$ cat src/rtl/serial_port_pkg.sv
package serial_port_pkg;
  localparam logic [7:0] PAGE     = 8'hFE;
  localparam logic [7:0] OFF_MODE = 8'hD8;
  localparam logic [7:0] OFF_BAUD = 8'hD9;
  localparam logic [7:0] OFF_CTRL = 8'hDA;
  localparam logic [7:0] OFF_TXD  = 8'hDB;
  localparam logic [7:0] OFF_STAT = 8'hDC;
  localparam logic [7:0] OFF_RXD  = 8'hDD;

  localparam int CTRL_TE   = 5;
  localparam int STAT_TDRE = 7;
  localparam int STAT_RDRF = 6;
  localparam int STAT_OVR  = 5;
  localparam logic [7:0] FLAG_MASK = 8'hF8;

  localparam logic [7:0] RST_MODE = 8'h00;
  localparam logic [7:0] RST_BAUD = 8'hFF;
  localparam logic [7:0] RST_CTRL = 8'h0C;
  localparam logic [7:0] RST_TXD  = 8'hFF;
  localparam logic [7:0] RST_STAT = 8'h87;
  localparam logic [7:0] RST_RXD  = 8'h00;
endpackage

$ cat src/rtl/sp_ready_timer.sv
module sp_ready_timer #(
  parameter int READY_TICKS = 2
) (
  input  logic clk_i,
  input  logic rst_ni,
  input  logic load_i,
  input  logic tick_i,
  input  logic tdre_i,
  output logic set_tdre_o
);
  localparam int CNT_W = (READY_TICKS < 2) ? 1 : $clog2(READY_TICKS + 1);

  logic [CNT_W-1:0] cnt_q, cnt_dec;
  logic             pend_q;

  always_comb begin
    cnt_dec    = (pend_q && cnt_q != '0) ? cnt_q - 1'b1 : cnt_q;
    set_tdre_o = tick_i && !load_i && pend_q && (cnt_dec == '0) && !tdre_i;
  end

  always_ff @(posedge clk_i or negedge rst_ni) begin
    if (!rst_ni) begin
      cnt_q  <= '0;
      pend_q <= 1'b0;
    end else if (load_i) begin
      cnt_q  <= CNT_W'(READY_TICKS);
      pend_q <= 1'b1;
    end else if (tick_i) begin
      cnt_q <= cnt_dec;
      if (set_tdre_o) pend_q <= 1'b0;
    end
  end
endmodule

$ cat src/rtl/sp_frame_match.sv
module sp_frame_match #(
  parameter int              HB_LEN     = 4,
  parameter logic [HB_LEN*8-1:0] HB_PATTERN = 32'h55AA_C33C
) (
  input  logic       clk_i,
  input  logic       rst_ni,
  input  logic       emit_i,
  input  logic [7:0] byte_i,
  output logic       hb_seen_o
);
  localparam int IDX_W = (HB_LEN < 2) ? 1 : $clog2(HB_LEN);
  localparam logic [IDX_W-1:0] LAST = IDX_W'(HB_LEN - 1);

  logic [IDX_W-1:0] idx_q;
  logic [7:0]       buf_q [HB_LEN-1];
  logic [HB_LEN-1:0] eq;
  logic             last;

  assign last  = (idx_q == LAST);
  assign eq[HB_LEN-1] = (byte_i == HB_PATTERN[(HB_LEN-1)*8 +: 8]);

  for (genvar i = 0; i < HB_LEN - 1; i++) begin : g_slot
    always_ff @(posedge clk_i or negedge rst_ni) begin
      if (!rst_ni)                              buf_q[i] <= '0;
      else if (emit_i && idx_q == IDX_W'(i))    buf_q[i] <= byte_i;
    end
    assign eq[i] = (buf_q[i] == HB_PATTERN[i*8 +: 8]);
  end

  always_ff @(posedge clk_i or negedge rst_ni) begin
    if (!rst_ni) begin
      idx_q     <= '0;
      hb_seen_o <= 1'b0;
    end else if (emit_i) begin
      idx_q <= last ? '0 : idx_q + 1'b1;
      if (last && &eq) hb_seen_o <= 1'b1;
    end
  end
endmodule

$ cat src/rtl/serial_port_regs.sv
module serial_port_regs
  import serial_port_pkg::*;
#(
  parameter int              READY_TICKS = 2,
  parameter int              HB_LEN      = 4,
  parameter logic [HB_LEN*8-1:0] HB_PATTERN = 32'h55AA_C33C
) (
  input  logic        clk_i,
  input  logic        rst_ni,
  input  logic [15:0] addr_i,
  input  logic        we_i,
  input  logic [7:0]  wdata_i,
  output logic [7:0]  rdata_o,
  input  logic        tick_i,
  input  logic        rx_valid_i,
  input  logic [7:0]  rx_data_i,
  output logic        tx_valid_o,
  output logic [7:0]  tx_data_o,
  output logic        hb_seen_o
);
  logic [7:0] mode_q, baud_q, ctrl_q, txd_q, status_q, rdr_q;
  logic [7:0] st_w, st_n;
  logic       in_page, wr, wr_txd, wr_stat, emit, set_tdre;
  logic [7:0] off;

  assign in_page = (addr_i[15:8] == PAGE);
  assign off     = addr_i[7:0];
  assign wr      = we_i && in_page;
  assign wr_txd  = wr && off == OFF_TXD;
  assign wr_stat = wr && off == OFF_STAT;
  assign emit    = wr_txd && ctrl_q[CTRL_TE];

  sp_ready_timer #(.READY_TICKS(READY_TICKS)) u_timer (
    .clk_i      (clk_i),
    .rst_ni     (rst_ni),
    .load_i     (wr_txd),
    .tick_i     (tick_i),
    .tdre_i     (st_w[STAT_TDRE]),
    .set_tdre_o (set_tdre)
  );

  sp_frame_match #(.HB_LEN(HB_LEN), .HB_PATTERN(HB_PATTERN)) u_frame (
    .clk_i     (clk_i),
    .rst_ni    (rst_ni),
    .emit_i    (emit),
    .byte_i    (wdata_i),
    .hb_seen_o (hb_seen_o)
  );

  // bus write first, hardware sets on top of it
  always_comb begin
    st_w = wr_stat ? ((status_q & wdata_i & FLAG_MASK) | (wdata_i & ~FLAG_MASK)) : status_q;
    st_n = st_w;
    if (rx_valid_i) begin
      st_n[STAT_OVR]  = st_w[STAT_OVR] | st_w[STAT_RDRF];
      st_n[STAT_RDRF] = 1'b1;
    end
    if (set_tdre) st_n[STAT_TDRE] = 1'b1;
  end

  always_ff @(posedge clk_i or negedge rst_ni) begin
    if (!rst_ni) begin
      mode_q     <= RST_MODE;
      baud_q     <= RST_BAUD;
      ctrl_q     <= RST_CTRL;
      txd_q      <= RST_TXD;
      status_q   <= RST_STAT;
      rdr_q      <= RST_RXD;
      tx_valid_o <= 1'b0;
      tx_data_o  <= '0;
    end else begin
      status_q   <= st_n;
      tx_valid_o <= emit;
      if (emit) tx_data_o <= wdata_i;
      if (wr && off == OFF_MODE) mode_q <= wdata_i;
      if (wr && off == OFF_BAUD) baud_q <= wdata_i;
      if (wr && off == OFF_CTRL) ctrl_q <= wdata_i;
      if (wr_txd)                txd_q  <= wdata_i;
      if (rx_valid_i)                 rdr_q <= rx_data_i;
      else if (wr && off == OFF_RXD)  rdr_q <= wdata_i;
    end
  end

  always_comb begin
    rdata_o = '0;
    if (in_page) begin
      unique case (off)
        OFF_MODE: rdata_o = mode_q;
        OFF_BAUD: rdata_o = baud_q;
        OFF_CTRL: rdata_o = ctrl_q;
        OFF_TXD:  rdata_o = txd_q;
        OFF_STAT: rdata_o = status_q;
        OFF_RXD:  rdata_o = rdr_q;
        default:  rdata_o = '0;
      endcase
    end
  end
endmodule

$ cat config.mk
export PLATFORM = sky130hd
export DESIGN_NAME = serial_port_regs
export DESIGN_NICKNAME = d
export VERILOG_FILES = /design/src/rtl/serial_port_pkg.sv /design/src/rtl/sp_ready_timer.sv /design/src/rtl/sp_frame_match.sv /design/src/rtl/serial_port_regs.sv
export SDC_FILE = /design/constraint.sdc
export NUM_CORES = 1
export LEC_CHECK = 0
export BUFFER_PORTS_ARGS = -buffer_cell sky130_fd_sc_hd__buf_2
export CAP_MARGIN = 20
export CORE_AREA = 2 2 89 91
export CTS_CLUSTER_DIAMETER = 60
export DETAILED_ROUTE_END_ITERATION = 12
export DIE_AREA = 0 0 91 93
export PLACE_DENSITY = 0.78
export SETUP_SLACK_MARGIN = 0.15
export SKIP_CTS_REPAIR_TIMING = 1
export SYNTH_ARGS = -nofsm -noshare
export SYNTH_HDL_FRONTEND = slang
export SYNTH_SLANG_ARGS = --single-unit
$ cat constraint.sdc
create_clock -name clk_i -period 1.85 [get_ports clk_i]
set_input_delay 0.185 -clock clk_i [delete_from_list [all_inputs] [get_ports clk_i]]
set_output_delay 0.185 -clock clk_i [all_outputs]
set_load 0.02 [all_outputs]
== After elaboration in Yosys (flattened, before gate mapping) ==
Index checks and enable logic that the tools add are counted.

* Logic and storage cells: 77
* Output and inout port bits: 18
* Flip-flop bits (word level): 87
* Input port bits: 37

* Bitwise gates (word level): 3
* Reductions and logical operators: 28
* Equal/unequal tests: 14
* $add $sub $neg: 2
* Muxes and demuxes: 14

{| class="wikitable"
|+ Operators with widths
! operator !! count
|-
| $eq 8x8->1 const B || 9
|-
| $pmux 8 s6 || 1
|-
| $mux 8 || 4
|-
| $logic_and 1x1->1 || 17
|-
| $mux 2 || 5
|-
| $and 8x8->8 || 1
|-
| $eq 8x6->1 const B || 1
|-
| $eq 8x7->1 const B || 1
|-
| $or 8x3->8 || 1
|-
| $reduce_bool 2->1 || 4
|-
| $eq 2x2->1 const B || 2
|-
| $logic_not 2->1 || 2
|-
| $mux 1 || 4
|-
| $reduce_and 2->1 || 2
|-
| $reduce_and 4->1 || 1
|-
| $add 2x1->2 const B || 1
|-
| $eq 2x1->1 const B || 1
|-
| $logic_not 1->1 || 2
|-
| $sub 2x1->2 const B || 1
|-
| $or 1x1->1 || 1
|}

== Depth between registers and ports, before layout ==
* Depth in word-level cells: 11
* Gate-level depth with buffers: 7

== Hierarchy ==
Synthesis repeated with hierarchy kept, for this count alone.

* Cell total of the unflattened synthesis: 324
* Area, all modules: 4202.8 um^2

{| class="wikitable"
|+ By module, submodules not included
! module !! area an instance (um^2) !! cells each !! instances !! seq. area each (um^2)
|-
| serial_port_regs || 2861.5 || 228 || 1 || 1453.9
|-
| sp_frame_match || 1157.4 || 78 || 1 || 675.6
|-
| sp_ready_timer || 183.9 || 18 || 1 || 75.1
|}

== Worst setup path after synthesis ==
Ideal clock, no wire load.

* Path kind: input port to flip-flop
* From: input addr_i[5]
* To: register u_frame.buf_q[0] in the netlist's numbering
* Arrival time: 1.666 ns
* Slack: 0.060 ns
* Cell stages on the path: 5
* Path buffers: 1
* Cell sequence: nand4b_2 > or3_1 > buf_6 > nor3_4 > mux2_2

* Cells in the longest elaborated chain, start to end: 4

{| class="wikitable"
|+ RTL lines
! item !! RTL line !! RTL
|-
| from (decl) || serial_port_regs.sv:10 || <nowiki>input logic [15:0] addr_i,</nowiki>
|-
| $eq 8x8->1 || serial_port_regs.sv:29 || <nowiki>assign wr_txd = wr && off == OFF_TXD;</nowiki>
|-
| $logic_and 1x1->1 || serial_port_regs.sv:29 ||
|-
| $logic_and 1x1->1 || serial_port_regs.sv:31 || <nowiki>assign emit = wr_txd && ctrl_q[CTRL_TE];</nowiki>
|-
| $logic_and 1x1->1 || sp_frame_match.sv:25 || <nowiki>else if (emit_i && idx_q == IDX_W'(i)) buf_q[i] <= byte_i;</nowiki>
|-
| to (signal, indexed assignment) || sp_frame_match.sv:25 ||
|-
| to (decl) || sp_frame_match.sv:15 || <nowiki>logic [7:0] buf_q [HB_LEN-1];</nowiki>
|}

No other way between the ends.
A chain may end at the register's enable or synchronous reset.

== Worst setup path after layout ==
* From: register rdr_q[4]
* To: output rdata_o[4]

* Cells in the longest elaborated chain, start to end: 2

{| class="wikitable"
|+ RTL lines
! item !! RTL line !! RTL
|-
| from (decl) || serial_port_regs.sv:21 || <nowiki>logic [7:0] mode_q, baud_q, ctrl_q, txd_q, status_q, rdr_q;</nowiki>
|-
| from (signal assigned) || serial_port_regs.sv:79 || <nowiki>if (rx_valid_i) rdr_q <= rx_data_i;</nowiki>
|-
| from (signal assigned) || serial_port_regs.sv:80 || <nowiki>else if (wr && off == OFF_RXD) rdr_q <= wdata_i;</nowiki>
|-
| $pmux 8 s6 || serial_port_regs.sv:87 || <nowiki>unique case (off)</nowiki>
|-
| $mux 8 || serial_port_regs.sv:86 || <nowiki>if (in_page) begin</nowiki>
|-
| to (decl) || serial_port_regs.sv:13 || <nowiki>output logic [7:0] rdata_o,</nowiki>
|}

No other way between the ends.

==> impl_results.md <==
- Outcome: finished, violations left
- Failing checks: negative setup slack
- Seq/Total Area, Yosys: 0.528
- Avg WL per Cell: 19.4 um
- Clock Latency Late Sink: 0.35 ns
- Crit Path Max Fanout: 2
- Worst hold path type: in -> reg
- Tot Pwr: 3430 uW
- Cell Int Power: 2620 uW
- CP startpoint: rdr_q[4]
- Sequential Power Share: 0.563
- Dpl hpwl: 6690 um
- Critical Path RT: 1.66 ns
- Height of the die: 93 um
- CTS tree: yes
- Mapped Cells: 326
- CTS max path bufs: 2
- Post-DRT Antenna Nets: 0
- Type of the worst setup path: reg -> out
- Core area: 0.00753 sq mm
- Die extent in x: 91 um
- Area grow syn2layout: 20.1%
- Global placer's final weighted congestion: 0.903
- Vias per inst: 5.82
- I/O Pins: 55
- Clock network power share: 0.367
- P_leak: 0.00234 uW
- Initial DRC count: 149
- CTS clock-pin slew for the worst setup and hold paths: 0.09 ns
- DRC violations left: 0
- Inst Count DP: 485
- Layout cell share with drive strength beyond 1: 0.534
- Minimum clock period: 1.86 ns
- Sw power: 807 uW
- Yosys warnings: 0
- Final Hold Fails: 0
- Via Count: 2917
- Syn Nets: 368
- CP Capture Type: output port
- Row count: 32
- Reg2reg start: u_frame.idx_q[0]
- Synth Flop Type: dfrtp_1
- Initial antenna violation count: 0
- Fin cells: 501
- Routed WL: 9730 um
- Worst slack, placed: 0.0247 ns
- First-pass GRT wire length: 15700 um
- Fraction of registers with async set/reset: 1.00
- PnR worst setup slack: -0.00724 ns
- Worst Clk Skew: 0.00803 ns
- PwrDens: 684 mW/mm^2
- Fin area: 0.00502 sq mm
- Synthesis-stage register bit count: 87
- Htree depth: 3
- Reg2Reg Setup Slack: 0.25 ns
- Fillcell total: 564
- GRT Util Overall: 0.243
- Final Slew Violations: 0
- Switching share of power: 0.235
- Rel. slew slack: 0.656
- Post-synth EDFFs: 0
- Netlist cell types: 46
- Fmax: 0.538 GHz
- WP data arrival: 1.67 ns
- N_diodes: 0
- NumNets Final: 437
- Total gr overflow: 0
- Largest net degree at the start of global routing: 40
- Inserted Clock Buffers: 9
- RSZ-0062 raised after global routing: true
- 1st-pass router iterations: 4
- Least-Margin Pin Slew: 0.511 ns
- Die area: 0.00846 sq mm
- Maxcap violations: 0
- Endpoints failing setup: 1
- Period utilization: 1.00
- Min-delay src: rx_data_i[5]
- Cell Area, Synth: 0.00418 sq mm
- Startpoint Class: flop
- Dpl cell area: 0.00475 sq mm
- Power share of the combinational group: 0.071
- Final hold slack: 0.0741 ns
- Reg area: 0.00221 sq mm
- Number of port buffers: 54
- Post-synthesis average cell area: 12.8 sq um
- Vias in the first global route: 2993
- CTS Sinks: 87
- Root Driver: clkbuf_8
- Peak supply drop: 415 uV
- Starting Density: 0.555
- Multi-input logic area: 0.00194 sq mm
-- registers in the layout (all words and copies together), names as in the netlist, 8 cells and up --
signal,flops
baud_q,8
ctrl_q,8
mode_q,8
rdr_q,8
status_q,8
tx_data_o,8
txd_q,8
u_frame.buf_q,24
-- worst max-delay path, cell delays in order (launching register included) --
cell,delay [ns]
dfrtp_1,0.42
mux4_2,0.49
a22oi_2,0.18
nor2_1,0.06
buf_2,0.16
-- placed cells by master (no fill, tap or decap), types with 4 or more instances in the layout --
cell type and n:
mux2i_2 5, o21ai_0 10, nand2_1 12, dfstp_2 22
buf_4 25, mux2_4 5, nor2_1 22, nand3_1 9
buf_12 5, mux2i_1 4, inv_1 6, a31oi_1 8
dfrtp_1 64, a22oi_1 5, ha_1 5, mux2_2 69
clkbuf_8 9, buf_2 47
-- synth_stat cells, types with 5 or more instances --
cell type | count | area (sq um)
buf_2 | 5 | 25.0
inv_1 | 6 | 22.5
o22ai_1 | 5 | 31.3
a31oi_1 | 8 | 50.1
clkbuf_1 | 12 | 45.0
ha_1 | 5 | 62.6
dfstp_2 | 22 | 578
nand3_1 | 9 | 45.0
dfrtp_1 | 65 | 1630
nor2_1 | 22 | 82.6
o21ai_0 | 10 | 50.1
a22oi_1 | 8 | 60.1
mux2i_1 | 10 | 100
mux2_2 | 74 | 833
nand2_1 | 12 | 45.0
-- logic make-up after synthesis --
logic type | share of synthesized area
multiplexers | 0.248
flip-flops | 0.528
AND/OR/NAND/NOR | 0.115
AO/OA/AOI/OAI | 0.0632
buffers and inverters | 0.0293
adder cells (fa/ha/maj) | 0.0150
XOR/XNOR | 0.00210
-- layout make-up --
cell class | instances | share of cell area
Inverter | 7 | 0.00524
Multi-Input combinational cell | 212 | 0.388
Timing Repair Buffer | 78 | 0.106
Sequential cell | 87 | 0.440
Clock buffer | 11 | 0.0262
Clock inverter | 4 | 0.00948
Tap cell | 102 | 0.0254
-- metal layers --
metal / vias up / routed length (um) / GRT usage / share of wire
met5: - / 0 / 0 / 0
met4: 0 / 246 / 0.0947 / 0.025
met3: 22 / 494 / 0.0435 / 0.051
met2: 91 / 4730 / 0.391 / 0.49
met1: 1475 / 4260 / 0.331 / 0.44
li1: 1329 / - / - / -
-- path summary, 6_finish.rpt --
path,endpoint,cells after the start
max in group asynchronous,txd_q[3],3
max reg2reg,u_frame.buf_q[0],6
min,rdr_q[5],3
min in group asynchronous,mode_q[5],2
max,rdata_o[4],4
min reg2reg,u_frame.buf_q[23],1
-- stage by stage --
step,util,TNS (ns)
2_1_floorplan,-,0
3_3_place_gp,0.631,0
3_5_place_dp,0.631,0
4_1_cts,0.655,-0.0622
5_1_grt,0.666,-0.130
6_report,0.666,-0.00724
-- power by group through the flow --
stage	combinational [uW]	sequential, uW	clock [uW]
after floorplan	97.6	1960	0
after global placement	229	1970	0
after detailed placement	234	1970	0
after CTS	235	1930	1280
after global routing	264	1930	1360
final	242	1930	1260
(Power assumes the default switching activity.)
